**src/rtl/hzd_pkg.sv**
```systemverilog
// Shared types for the hazard control unit.
// Assumes a 2-bit operand select in the execute stage datapath.
package hzd_pkg;
    typedef enum logic [1:0] {
        FWD_RF  = 2'b00,
        FWD_WB  = 2'b01,
        FWD_MEM = 2'b10
    } fwd_sel_e;
endpackage

```
**src/rtl/hzd_loaduse.sv**
```systemverilog
// Load-use detector: flags a valid load in execute whose nonzero destination
// feeds a source of the valid decode instruction.
// Assumes the source numbers of an unused operand are 0.
module hzd_loaduse #(
    parameter int REG_AW = 5,
    parameter int NSRC   = 2
) (
    input  logic                         clk,
    input  logic                         rst_n,
    input  logic                         id_valid,
    input  logic [NSRC-1:0][REG_AW-1:0]  id_rs,
    input  logic                         ex_valid,
    input  logic                         ex_is_load,
    input  logic                         ex_reg_we,
    input  logic [REG_AW-1:0]            ex_rd,
    output logic                         load_use
);
    logic [NSRC-1:0] src_hit;
    logic            ex_produces;

    // Execute holds a load that will write a real register.
    assign ex_produces = ex_valid && ex_is_load && ex_reg_we && (ex_rd != '0);

    // One comparator per decode source.
    for (genvar s = 0; s < NSRC; s++) begin : g_src
        assign src_hit[s] = (id_rs[s] == ex_rd);
    end

    // Any matching source of a valid decode instruction stalls.
    assign load_use = id_valid && ex_produces && (|src_hit);

    p_empty_ex_r9: assert property (@(posedge clk) disable iff (!rst_n)
        !ex_valid |-> !load_use);
    p_zero_rd_r5: assert property (@(posedge clk) disable iff (!rst_n)
        (ex_rd == '0) |-> !load_use);
endmodule

```
**src/rtl/hzd_fwd_sel.sv**
```systemverilog
// Operand source select for one execute operand: memory stage first (newer),
// then write-back, else register file. Loads in the memory stage are skipped
// because their data is not ready until write-back.
module hzd_fwd_sel
    import hzd_pkg::*;
#(
    parameter int REG_AW = 5
) (
    input  logic              clk,
    input  logic              rst_n,
    input  logic [REG_AW-1:0] rs,
    input  logic              mem_valid,
    input  logic              mem_reg_we,
    input  logic              mem_is_load,
    input  logic [REG_AW-1:0] mem_rd,
    input  logic              wb_valid,
    input  logic              wb_reg_we,
    input  logic [REG_AW-1:0] wb_rd,
    output fwd_sel_e          sel
);
    logic mem_hit, wb_hit;

    // Match against a non-load ALU result waiting in the memory stage.
    assign mem_hit = mem_valid && mem_reg_we && !mem_is_load &&
                     (mem_rd != '0) && (mem_rd == rs);
    // Match against the value being written back.
    assign wb_hit  = wb_valid && wb_reg_we && (wb_rd != '0) && (wb_rd == rs);

    // Priority pick, newest producer first.
    always_comb begin
        if (mem_hit)     sel = FWD_MEM;
        else if (wb_hit) sel = FWD_WB;
        else             sel = FWD_RF;
    end

    p_no_load_fwd_r8: assert property (@(posedge clk) disable iff (!rst_n)
        (mem_valid && mem_is_load) |-> (sel != FWD_MEM));
    p_wb_src_ok_r7: assert property (@(posedge clk) disable iff (!rst_n)
        (sel == FWD_WB) |-> (wb_valid && wb_reg_we && wb_rd == rs && rs != '0));
endmodule

```
**src/rtl/hzd_pc_ctl.sv**
```systemverilog
// Fetch address register and front-end steering. A redirect reloads the
// address and wipes fetch and decode; otherwise a load-use hazard holds
// fetch and decode and inserts one empty slot into execute.
module hzd_pc_ctl #(
    parameter int              XLEN     = 32,
    parameter logic [XLEN-1:0] RESET_PC = '0
) (
    input  logic            clk,
    input  logic            rst_n,
    input  logic            redirect,
    input  logic [XLEN-1:0] target,
    input  logic            load_use,
    output logic [XLEN-1:0] pc_q,
    output logic            pc_we,
    output logic            ifid_we,
    output logic            ifid_flush,
    output logic            idex_bubble,
    output logic            idex_flush
);
    localparam logic [XLEN-1:0] STEP = XLEN'(4);
    logic stall;

    // Redirect overrides the stall.
    assign stall       = load_use && !redirect;
    assign pc_we       = !stall;
    assign ifid_we     = !stall;
    assign idex_bubble = stall;
    assign ifid_flush  = redirect;
    assign idex_flush  = redirect;

    // Fetch address update: reset, redirect, advance or hold.
    always_ff @(posedge clk) begin
        if (!rst_n)        pc_q <= RESET_PC;
        else if (redirect) pc_q <= target;
        else if (pc_we)    pc_q <= pc_q + STEP;
    end

    p_advance_r2: assert property (@(posedge clk) disable iff (!rst_n)
        (!redirect && !load_use) |=> (pc_q == $past(pc_q) + STEP));
    p_jump_r3: assert property (@(posedge clk) disable iff (!rst_n)
        redirect |=> (pc_q == $past(target)));
    p_hold_r4: assert property (@(posedge clk) disable iff (!rst_n)
        (load_use && !redirect) |=> $stable(pc_q));
    p_prio_r6: assert property (@(posedge clk) disable iff (!rst_n)
        (redirect && load_use) |-> (!idex_bubble && ifid_we && idex_flush));
endmodule

```
**src/rtl/hazard_ctrl.sv**
```systemverilog
// Hazard control for a five-stage in-order pipeline: stall, squash,
// execute-operand forwarding and write-back-to-decode bypass.
// Assumes control transfers resolve in execute and fetch predicts not-taken.
module hazard_ctrl
    import hzd_pkg::*;
#(
    parameter int              XLEN     = 32,
    parameter int              REG_AW   = 5,
    parameter logic [XLEN-1:0] RESET_PC = '0
) (
    input  logic              clk,
    input  logic              rst_n,
    input  logic              id_valid,
    input  logic [REG_AW-1:0] id_rs1,
    input  logic [REG_AW-1:0] id_rs2,
    input  logic              ex_valid,
    input  logic [REG_AW-1:0] ex_rd,
    input  logic              ex_reg_we,
    input  logic              ex_is_load,
    input  logic [REG_AW-1:0] ex_rs1,
    input  logic [REG_AW-1:0] ex_rs2,
    input  logic              ex_redirect,
    input  logic [XLEN-1:0]   ex_target,
    input  logic              mem_valid,
    input  logic [REG_AW-1:0] mem_rd,
    input  logic              mem_reg_we,
    input  logic              mem_is_load,
    input  logic              wb_valid,
    input  logic [REG_AW-1:0] wb_rd,
    input  logic              wb_reg_we,
    output logic [XLEN-1:0]   pc_q,
    output logic              pc_we,
    output logic              ifid_we,
    output logic              ifid_flush,
    output logic              idex_bubble,
    output logic              idex_flush,
    output logic [1:0]        fwd_a,
    output logic [1:0]        fwd_b,
    output logic              id_wb_byp_a,
    output logic              id_wb_byp_b
);
    localparam int NOPS = 2;

    logic                       load_use;
    logic                       redirect;
    logic [NOPS-1:0][REG_AW-1:0] id_src;
    logic [NOPS-1:0][REG_AW-1:0] ex_src;
    fwd_sel_e [NOPS-1:0]         sel;
    logic [NOPS-1:0]             byp;
    logic                        wb_produces;

    assign id_src   = {id_rs2, id_rs1};
    assign ex_src   = {ex_rs2, ex_rs1};
    assign redirect = ex_valid && ex_redirect;

    hzd_loaduse #(.REG_AW(REG_AW), .NSRC(NOPS)) u_loaduse (
        .clk(clk), .rst_n(rst_n),
        .id_valid(id_valid), .id_rs(id_src),
        .ex_valid(ex_valid), .ex_is_load(ex_is_load),
        .ex_reg_we(ex_reg_we), .ex_rd(ex_rd),
        .load_use(load_use)
    );

    hzd_pc_ctl #(.XLEN(XLEN), .RESET_PC(RESET_PC)) u_pc_ctl (
        .clk(clk), .rst_n(rst_n),
        .redirect(redirect), .target(ex_target), .load_use(load_use),
        .pc_q(pc_q), .pc_we(pc_we), .ifid_we(ifid_we),
        .ifid_flush(ifid_flush), .idex_bubble(idex_bubble),
        .idex_flush(idex_flush)
    );

    // Write-back holds a real register result.
    assign wb_produces = wb_valid && wb_reg_we && (wb_rd != '0);

    // Per-operand forwarding select and decode bypass.
    for (genvar k = 0; k < NOPS; k++) begin : g_op
        hzd_fwd_sel #(.REG_AW(REG_AW)) u_fwd (
            .clk(clk), .rst_n(rst_n), .rs(ex_src[k]),
            .mem_valid(mem_valid), .mem_reg_we(mem_reg_we),
            .mem_is_load(mem_is_load), .mem_rd(mem_rd),
            .wb_valid(wb_valid), .wb_reg_we(wb_reg_we), .wb_rd(wb_rd),
            .sel(sel[k])
        );
        assign byp[k] = wb_produces && (wb_rd == id_src[k]);
    end

    assign fwd_a       = sel[0];
    assign fwd_b       = sel[1];
    assign id_wb_byp_a = byp[0];
    assign id_wb_byp_b = byp[1];

    p_byp_src_r10: assert property (@(posedge clk) disable iff (!rst_n)
        (id_wb_byp_a || id_wb_byp_b) |-> (wb_valid && wb_reg_we && wb_rd != '0));
    p_x0_free_r5: assert property (@(posedge clk) disable iff (!rst_n)
        (ex_rd == '0 && !redirect) |-> (pc_we && !idex_bubble));
    p_squash_pair_r3: assert property (@(posedge clk) disable iff (!rst_n)
        (ex_valid && ex_redirect) |-> (ifid_flush && idex_flush));
endmodule

```
**config.mk**
```make
export PLATFORM = sky130hd
export DESIGN_NAME = hazard_ctrl
export DESIGN_NICKNAME = d
export VERILOG_FILES = /design/src/rtl/hzd_pkg.sv /design/src/rtl/hzd_loaduse.sv /design/src/rtl/hzd_fwd_sel.sv /design/src/rtl/hzd_pc_ctl.sv /design/src/rtl/hazard_ctrl.sv
export SDC_FILE = /design/constraint.sdc
export NUM_CORES = 1
export LEC_CHECK = 0
export ABC_AREA = 1
export BUFFER_PORTS_ARGS = -buffer_cell sky130_fd_sc_hd__buf_2
export CAP_MARGIN = 20
export CORE_MARGIN = 3
export CORE_UTILIZATION = 40
export CTS_CLUSTER_DIAMETER = 120
export DETAILED_ROUTE_END_ITERATION = 7
export GPL_ROUTABILITY_DRIVEN = 0
export PLACE_DENSITY = 0.67
export SYNTH_ARGS = -nofsm -noshare
export SYNTH_HDL_FRONTEND = slang
export SYNTH_SLANG_ARGS = --single-unit
```
**constraint.sdc**
```tcl
create_clock -name clk -period 1.8 [get_ports clk]
set_clock_uncertainty 0.1 [all_clocks]
set_input_delay 0.09 -clock clk [delete_from_list [all_inputs] [get_ports clk]]
set_output_delay 0.09 -clock clk [all_outputs]
set_load 0.05 [all_outputs]
```
==> results by group, run 1 <==
Timing
  • Total negative slack: 0 ns
  • Setup-failing EPs final: 0
  • Unrepaired setup endpoints after global routing: false
  • Slew Limit Fails: 0
  • Final worst path period need: between 1.5 and 2 ns
  • Period Utilization, post-route: between 90% and 100%
  • Final Hold Viols: 0
  • Slew @ Worst Pin: 0.5885 ns
  • Fmax: 598.5 MHz
  • Worst rel slew slack: about three fifths

Worst setup path
  • Crit start category: flop
  • CP peak stage delay: about 0.36 ns
  • WP data required: 1.93 ns
  • Reg2reg start: u_pc_ctl.pc_q[2]
  • Critical Path AT: ~1.8 ns
  • CP Class: reg2reg
  • Critical path, cell by cell: ha_1, nand2_2, nor2_4, nand2_4, nor2_4, xor2_1, nand2_1, nand2_1, nor2_1, nor2_1
  • Critical-path maximum fanout: 5
  • Crit path launch: u_pc_ctl.pc_q[2]
  • Worst path slowest cell: dfxtp_2
  • Endpoint class of the critical path: flop

Synthesis
  • Post-synthesis sequential area ratio: between 20% and 30%
  • Syn Nets: ~580
  • Post-synth ARST share: 0%
  • Synth top cells by count: nand2_1 (147), nor2_1 (69), nand3_1 (50)
  • Cells taking the most area after synthesis: dfxtp_1 (21%), nand2_1 (18%), nor2_1 (8.7%), nand3_1 (8.4%), xnor2_1 (6.5%)
  • Post-synthesis cell type count: 29
  • Top FF cell, synth: dfxtp_1
  • Yosys Warn Count: 0
  • Synth Register Bits: 32
  • Netlist Area Pre-Place: 2987 um^2
  • Post-synth EDFFs: 0
  • Count leader, synth: nand2_1
  • Mapped Cells: between 400 and 500
  • Leading area contributor after synthesis: dfxtp_1
  • Top-area cell type share of the netlist area: a little over a fifth
  • Synthesized area per cell: around 6 um^2

Clocking
  • Clock buffer count from CTS: 5
  • CTS Root Cell: clkbuf_8
  • H-tree levels: 2
  • CTS tree: built
  • Worst-path clk slew: around 0.07 ns
  • Worst-skew pair later-pin latency: slightly below 0.3 ns
  • Longest Clk Path Bufs: 2
  • Clk sinks: 32

Detailed routing
  • DRT antenna net count: 0
  • Via count: ~3.5k
  • Avg WL per Cell: approximately 13 um
  • First-pass DRT Iterations: 4
  • WL final: between 9000 and 10000 um
  • Residual DRC: 0
  • Via density: approximately 4.9
  • DRT iter0 DRCs: 116

GRT
  • First-pass GRT wire length: about 15000 um
  • Grt met2 use: 39.09%
  • Grt peak-use layer: met2
  • Tot GR Track Use: between 20% and 30%
  • GR Overflow Total: 0
  • Vias in the first global route: about 3.4k
  • GR Util met1: about a quarter
  • Met3 GRT Util: a little over 5%
  • Largest net degree at the start of global routing: 46
  • Initial antenna violation count: 0

Die
  • Core area: between 7000 and 8000 um^2
  • Starting Density: between 40% and 50%
  • Full die area: 8540 um^2
  • Die X: between 90 and 100 um
  • Rows: 30
  • Ports: roughly 120
  • Die H: approximately 92 um

Power and ir drop
  • Leak Pwr: ~1.8 nW
  • Max VDD drop: between 0.2 and 0.25 mV
  • Pwr dens: around 560 nW/um^2

Min path
  • Hold Startpoint: ex_target[10]
  • Worst hold path type: in2reg

Finish
  • FILL cells: 774
  • Final nets: between 600 and 700
  • Storage element area: ~650 um^2
  • Multi-input logic area: 2067 um^2
  • Antenna Cells: 0
  • Area delta synth->final: 26.81%
  • Registers with the most flip-flops: u_pc_ctl.pc_q: 32 flops
  • Fraction of layout cells with a size suffix above 1: slightly below 30%
  • Max reg flops: 32
  • Fin cells: 713
  • Largest Register: u_pc_ctl.pc_q

Placed design
  • Placed Instances: ~700
  • DP Wirelength: ~7100 um
  • PortBufs: roughly 120

Job
  • Max-cap check violation count: 0

Outcome
  • Outcome: finished clean
cell families after synthesis:
| kind of cell | after synthesis | share of synthesized area [%] |
|---|---|---|
| buf+inv | 62 | 10.10 |
| fa+ha+maj | 1 | 0.4189 |
| mux | 1 | 0.3352 |
| simple gates | 313 | 46.88 |
| xor+xnor | 43 | 12.61 |
| flops | 32 | 21.45 |
| compound gates | 47 | 8.211 |
power by group:
part	switching, W	internal (W)	total (W)	leakage [nW]
clock	0.000288	0.000341	0.000629	0.0503
combinational	0.000425	0.000245	0.000670	1.48
sequential	0.0000595	0.000758	0.000817	0.266
worst paths after layout:
kind,depth (start not counted),endpoint,slack (ns)
max,10,u_pc_ctl.pc_q[18],0.13
min,3,u_pc_ctl.pc_q[10],0.01
max reg2reg,10,u_pc_ctl.pc_q[18],0.13
min reg2reg,2,u_pc_ctl.pc_q[0],0.39
cells in the final DEF, fill, tap and decap left out, drive strengths merged:
cell	Yosys	routed
xnor2	22	22
o21bai	4	4
dlygate4sd3	0	2
nor3b	1	1
o21ai	19	19
inv	39	39
nand2	152	152
ha	1	1
dfxtp	32	32
mux2i	1	1
clkbuf	9	7
nor2	79	79
nor4	4	4
or2	15	15
nand3	50	50
and2	2	2
nand4	5	5
buf	14	132
a21oi	24	24
nor3	5	5
xor2	21	21
per-stage QoR:
step / total power, W / hold WS (ns) / utilization, % / area (um^2) / setup WS (ns)
2_1_floorplan: 0.001273 / 0.1284 / - / 3003 / 0.009630
3_3_place_gp: 0.001487 / 0.2391 / 51.98 / 3649 / 0.1467
3_5_place_dp: 0.001500 / 0.2458 / 51.98 / 3649 / 0.1214
4_1_cts: 0.002127 / 0.01245 / 53.64 / 3765 / 0.1131
5_1_grt: 0.002234 / 0.03658 / 53.96 / 3787 / 0.003229
6_report: 0.002117 / 0.01045 / 53.96 / 3787 / 0.1291
timing repair:
| action | CTS | global route |
|---|---|---|
| endpoints found under the hold margin | 2 | 0 |
| resized for setup | 0 | 7 |
| hold buffers | 2 | 0 |
| endpoints found under the setup margin | 0 | 11 |
| buffers inserted | 0 | 1 |
per-layer routing:
metal  share of wire, %  wire length, um  up-vias
li1                   -                -     1796
met1                 42             3877     1553
met2                 48             4398      129
met3                8.7              801        9
met4                1.2              110        0
met5                  0                0        -
critical path, delay by kind of cell, from the launching register on:
kind	cells	cell delay (ns)
AND/OR/NAND/NOR	8	0.80
flip-flops	1	0.36
XOR/XNOR	1	0.16
adder cells (fa/ha/maj)	1	0.19
cell type report:
class,instances,share of cell area [%]
well taps,96,3.171
clock buffers,7,2.544
multi-input cells,405,54.58
flip-flops and latches,32,17.15
inverters,39,3.865
repair buffers,134,18.70
(Power assumes the default switching activity.)
==> run 2, diff against run 1 <==
--- a/config.mk
+++ b/config.mk
@@ -14,6 +14,7 @@
 export DETAILED_ROUTE_END_ITERATION = 7
 export GPL_ROUTABILITY_DRIVEN = 0
 export PLACE_DENSITY = 0.67
+export RECOVER_POWER = 25
 export SYNTH_ARGS = -nofsm -noshare
 export SYNTH_HDL_FRONTEND = slang
 export SYNTH_SLANG_ARGS = --single-unit
==> results by group, run 2 (synthesis gave the netlist of run 1 again) <==
Clocking
  • CTS Root Cell: clkbuf_8
  • H-tree levels: 2 (unchanged)
  • Worst-skew pair later-pin latency: 0.29 ns (about the same)
  • CTS tree: built
  • Longest Clk Path Bufs: 2 (unchanged)
  • Worst-path clk slew: 0.07 ns (about the same)
  • Clk sinks: 32 (unchanged)
  • Clock buffer count from CTS: 5 (unchanged)

Finish
  • Area delta synth->final: 26.02%
  • Final nets: 697 (unchanged)
  • FILL cells: 785 (+1.4%)
  • Fraction of layout cells with a size suffix above 1: 27.07% (-2.8 points)
  • Largest Register: u_pc_ctl.pc_q
  • Multi-input logic area: 2067 um^2 (unchanged)
  • Most common cell after layout, fill and taps aside: nand2_1
  • Max reg flops: 32 (unchanged)
  • Storage element area: 649.4 um^2 (unchanged)
  • Most frequent cells in the layout: nand2_1 (146), buf_2 (105), nor2_1 (68)
  • Antenna Cells: 0 (unchanged)
  • Registers with the most flip-flops: u_pc_ctl.pc_q: 32 flops

Min path
  • Hold path endpoint: u_pc_ctl.pc_q[10]
  • Hold Startpoint: ex_target[10]
  • Worst hold path type: in2reg
  • Hold-critical path depth: 3 (unchanged)

Die
  • Core area: 7019 um^2 (unchanged)
  • Ports: 122 (unchanged)
  • Starting Density: 42.55% (unchanged)
  • Full die area: 8540 um^2 (unchanged)
  • Die H: 92.41 um (unchanged)
  • Die X: 92.41 um (unchanged)
  • Rows: 30 (unchanged)

Detailed routing
  • WL final: 9244 um (+0.63%)
  • Residual DRC: 0 (unchanged)
  • First-pass DRT Iterations: 4 (unchanged)
  • Via count: 3473 (-0.40%)
  • DRT iter0 DRCs: 114 (-1.7%)
  • Via density: 4.871 (-0.40%)
  • Avg WL per Cell: 12.96 um (+0.63%)
  • DRT antenna net count: 0 (unchanged)

Timing
  • Final worst path period need: 1.664 ns (-0.007286 ns)
  • Final Hold Viols: 0 (unchanged)
  • Slew Limit Fails: 0 (unchanged)
  • Slew @ Worst Pin: 0.6686 ns (+0.08019 ns)
  • Period Utilization, post-route: 92.42% (-0.40 points)
  • Unrepaired setup endpoints after global routing: false
  • Setup-failing EPs final: 0 (unchanged)
  • Worst rel slew slack: 55.61% (-5.1 points)
  • PnR worst setup slack: 0.1364 ns (+0.007286 ns)
  • Fmax: 601.1 MHz (+0.44%)
  • Total negative slack: 0 ns (unchanged)

Worst setup path
  • Worst reg-to-reg path cell count: 10 (unchanged)
  • Endpoint class of the critical path: flop
  • Capturing point of the worst reg2reg path: u_pc_ctl.pc_q[30]
  • Critical-path maximum fanout: 5 (unchanged)
  • Crit path launch: u_pc_ctl.pc_q[2]
  • Critical Path AT: 1.72 ns (-0.08 ns)
  • Crit start category: flop
  • Reg-to-reg setup timing slack: 0.14 ns (about the same)
  • CP Class: reg2reg
  • Reg2reg start: u_pc_ctl.pc_q[2]
  • WP data required: 1.86 ns (-0.07 ns)

GRT
  • GR Overflow Total: 0 (unchanged)
  • Tot GR Track Use: 21.63% (unchanged)
  • Vias in the first global route: 3359 (unchanged)
  • Largest net degree at the start of global routing: 46 (unchanged)
  • First-pass GRT wire length: 15210 um (unchanged)
  • Initial antenna violation count: 0 (unchanged)

Power and ir drop
  • Leak Pwr: 1.730 nW (-3.7%)
  • Max VDD drop: 0.2059 mV (-0.11%)
  • Total power: 0.002111 W (-0.24%)
  • Pwr dens: 561.0 nW/um^2 (+0.39%)

Placed design
  • Pre-CTS setup slack: 0.1214 ns (unchanged)
  • DP Wirelength: 7118 um (unchanged)
  • PortBufs: 121 (unchanged)

Outcome
  • Outcome: finished clean

Job
  • Max-cap check violation count: 0 (unchanged)
run 2: worst max-delay path by stage:
stage	cells after the start	to
5_1_grt	9	u_pc_ctl.pc_q[23]
2_1_floorplan	9	u_pc_ctl.pc_q[21]
6_report	10	u_pc_ctl.pc_q[30]
4_1_cts	9	u_pc_ctl.pc_q[29]
3_5_place_dp	9	u_pc_ctl.pc_q[29]
3_3_place_gp	10	u_pc_ctl.pc_q[26]
run 2: through the flow:
stage | hold slack (ns) | util (%) | cell area [um^2] | instances
2_1_floorplan | 0.1284 | - | 3003 | 499
3_3_place_gp | 0.2391 | 51.98 | 3649 | 703
3_5_place_dp | 0.2458 | 51.98 | 3649 | 703
4_1_cts | 0.01245 | 53.64 | 3765 | 712
5_1_grt | 0.03658 | 53.62 | 3764 | 713
6_report | 0.008904 | 53.62 | 3764 | 713
run 2: what timing repair did:
item                                    4_1_cts  5_1_grt
buffers inserted                              0        1
hold buffers                                  2        0
gates resized for setup                       0        7
endpoints found under the hold margin         2        0
endpoints found under the setup margin        0       11
run 2: area by class of cell:
| cell class | count | area share [%] |
|---|---|---|
| flip-flops and latches | 32 | 17.25 |
| clock buffers | 7 | 2.560 |
| inverters | 39 | 3.890 |
| repair buffers | 134 | 18.18 |
| well taps | 96 | 3.191 |
| multi-input cells | 405 | 54.92 |
run 2: worst max-delay path, stage by stage (launching register included):
cell	delay, ns
dfxtp_2	0.36
ha_1	0.19
nand2_2	0.09
nor2_4	0.20
nand2_4	0.10
nor2_4	0.14
nand2_1	0.07
nand2_1	0.07
nand3_1	0.07
nand3_1	0.09
a21oi_1	0.06
run 2: layer usage:
metal	vias to the layer above	part of all wire, %	track usage [%]
li1	1797	-	-
met1	1536	42	25.67
met2	131	48	39.09
met3	9	8.4	5.037
met4	0	1.2	5.198
met5	-	0	0
run 2: report_power, final:
part | leakage, nW | switching (W) | internal [W]
Sequential | 0.266 | 0.0000602 | 0.000758
Clock | 0.0503 | 0.000289 | 0.000341
Combinational | 1.41 | 0.000427 | 0.000237
Total | 1.73 | 0.000776 | 0.00134
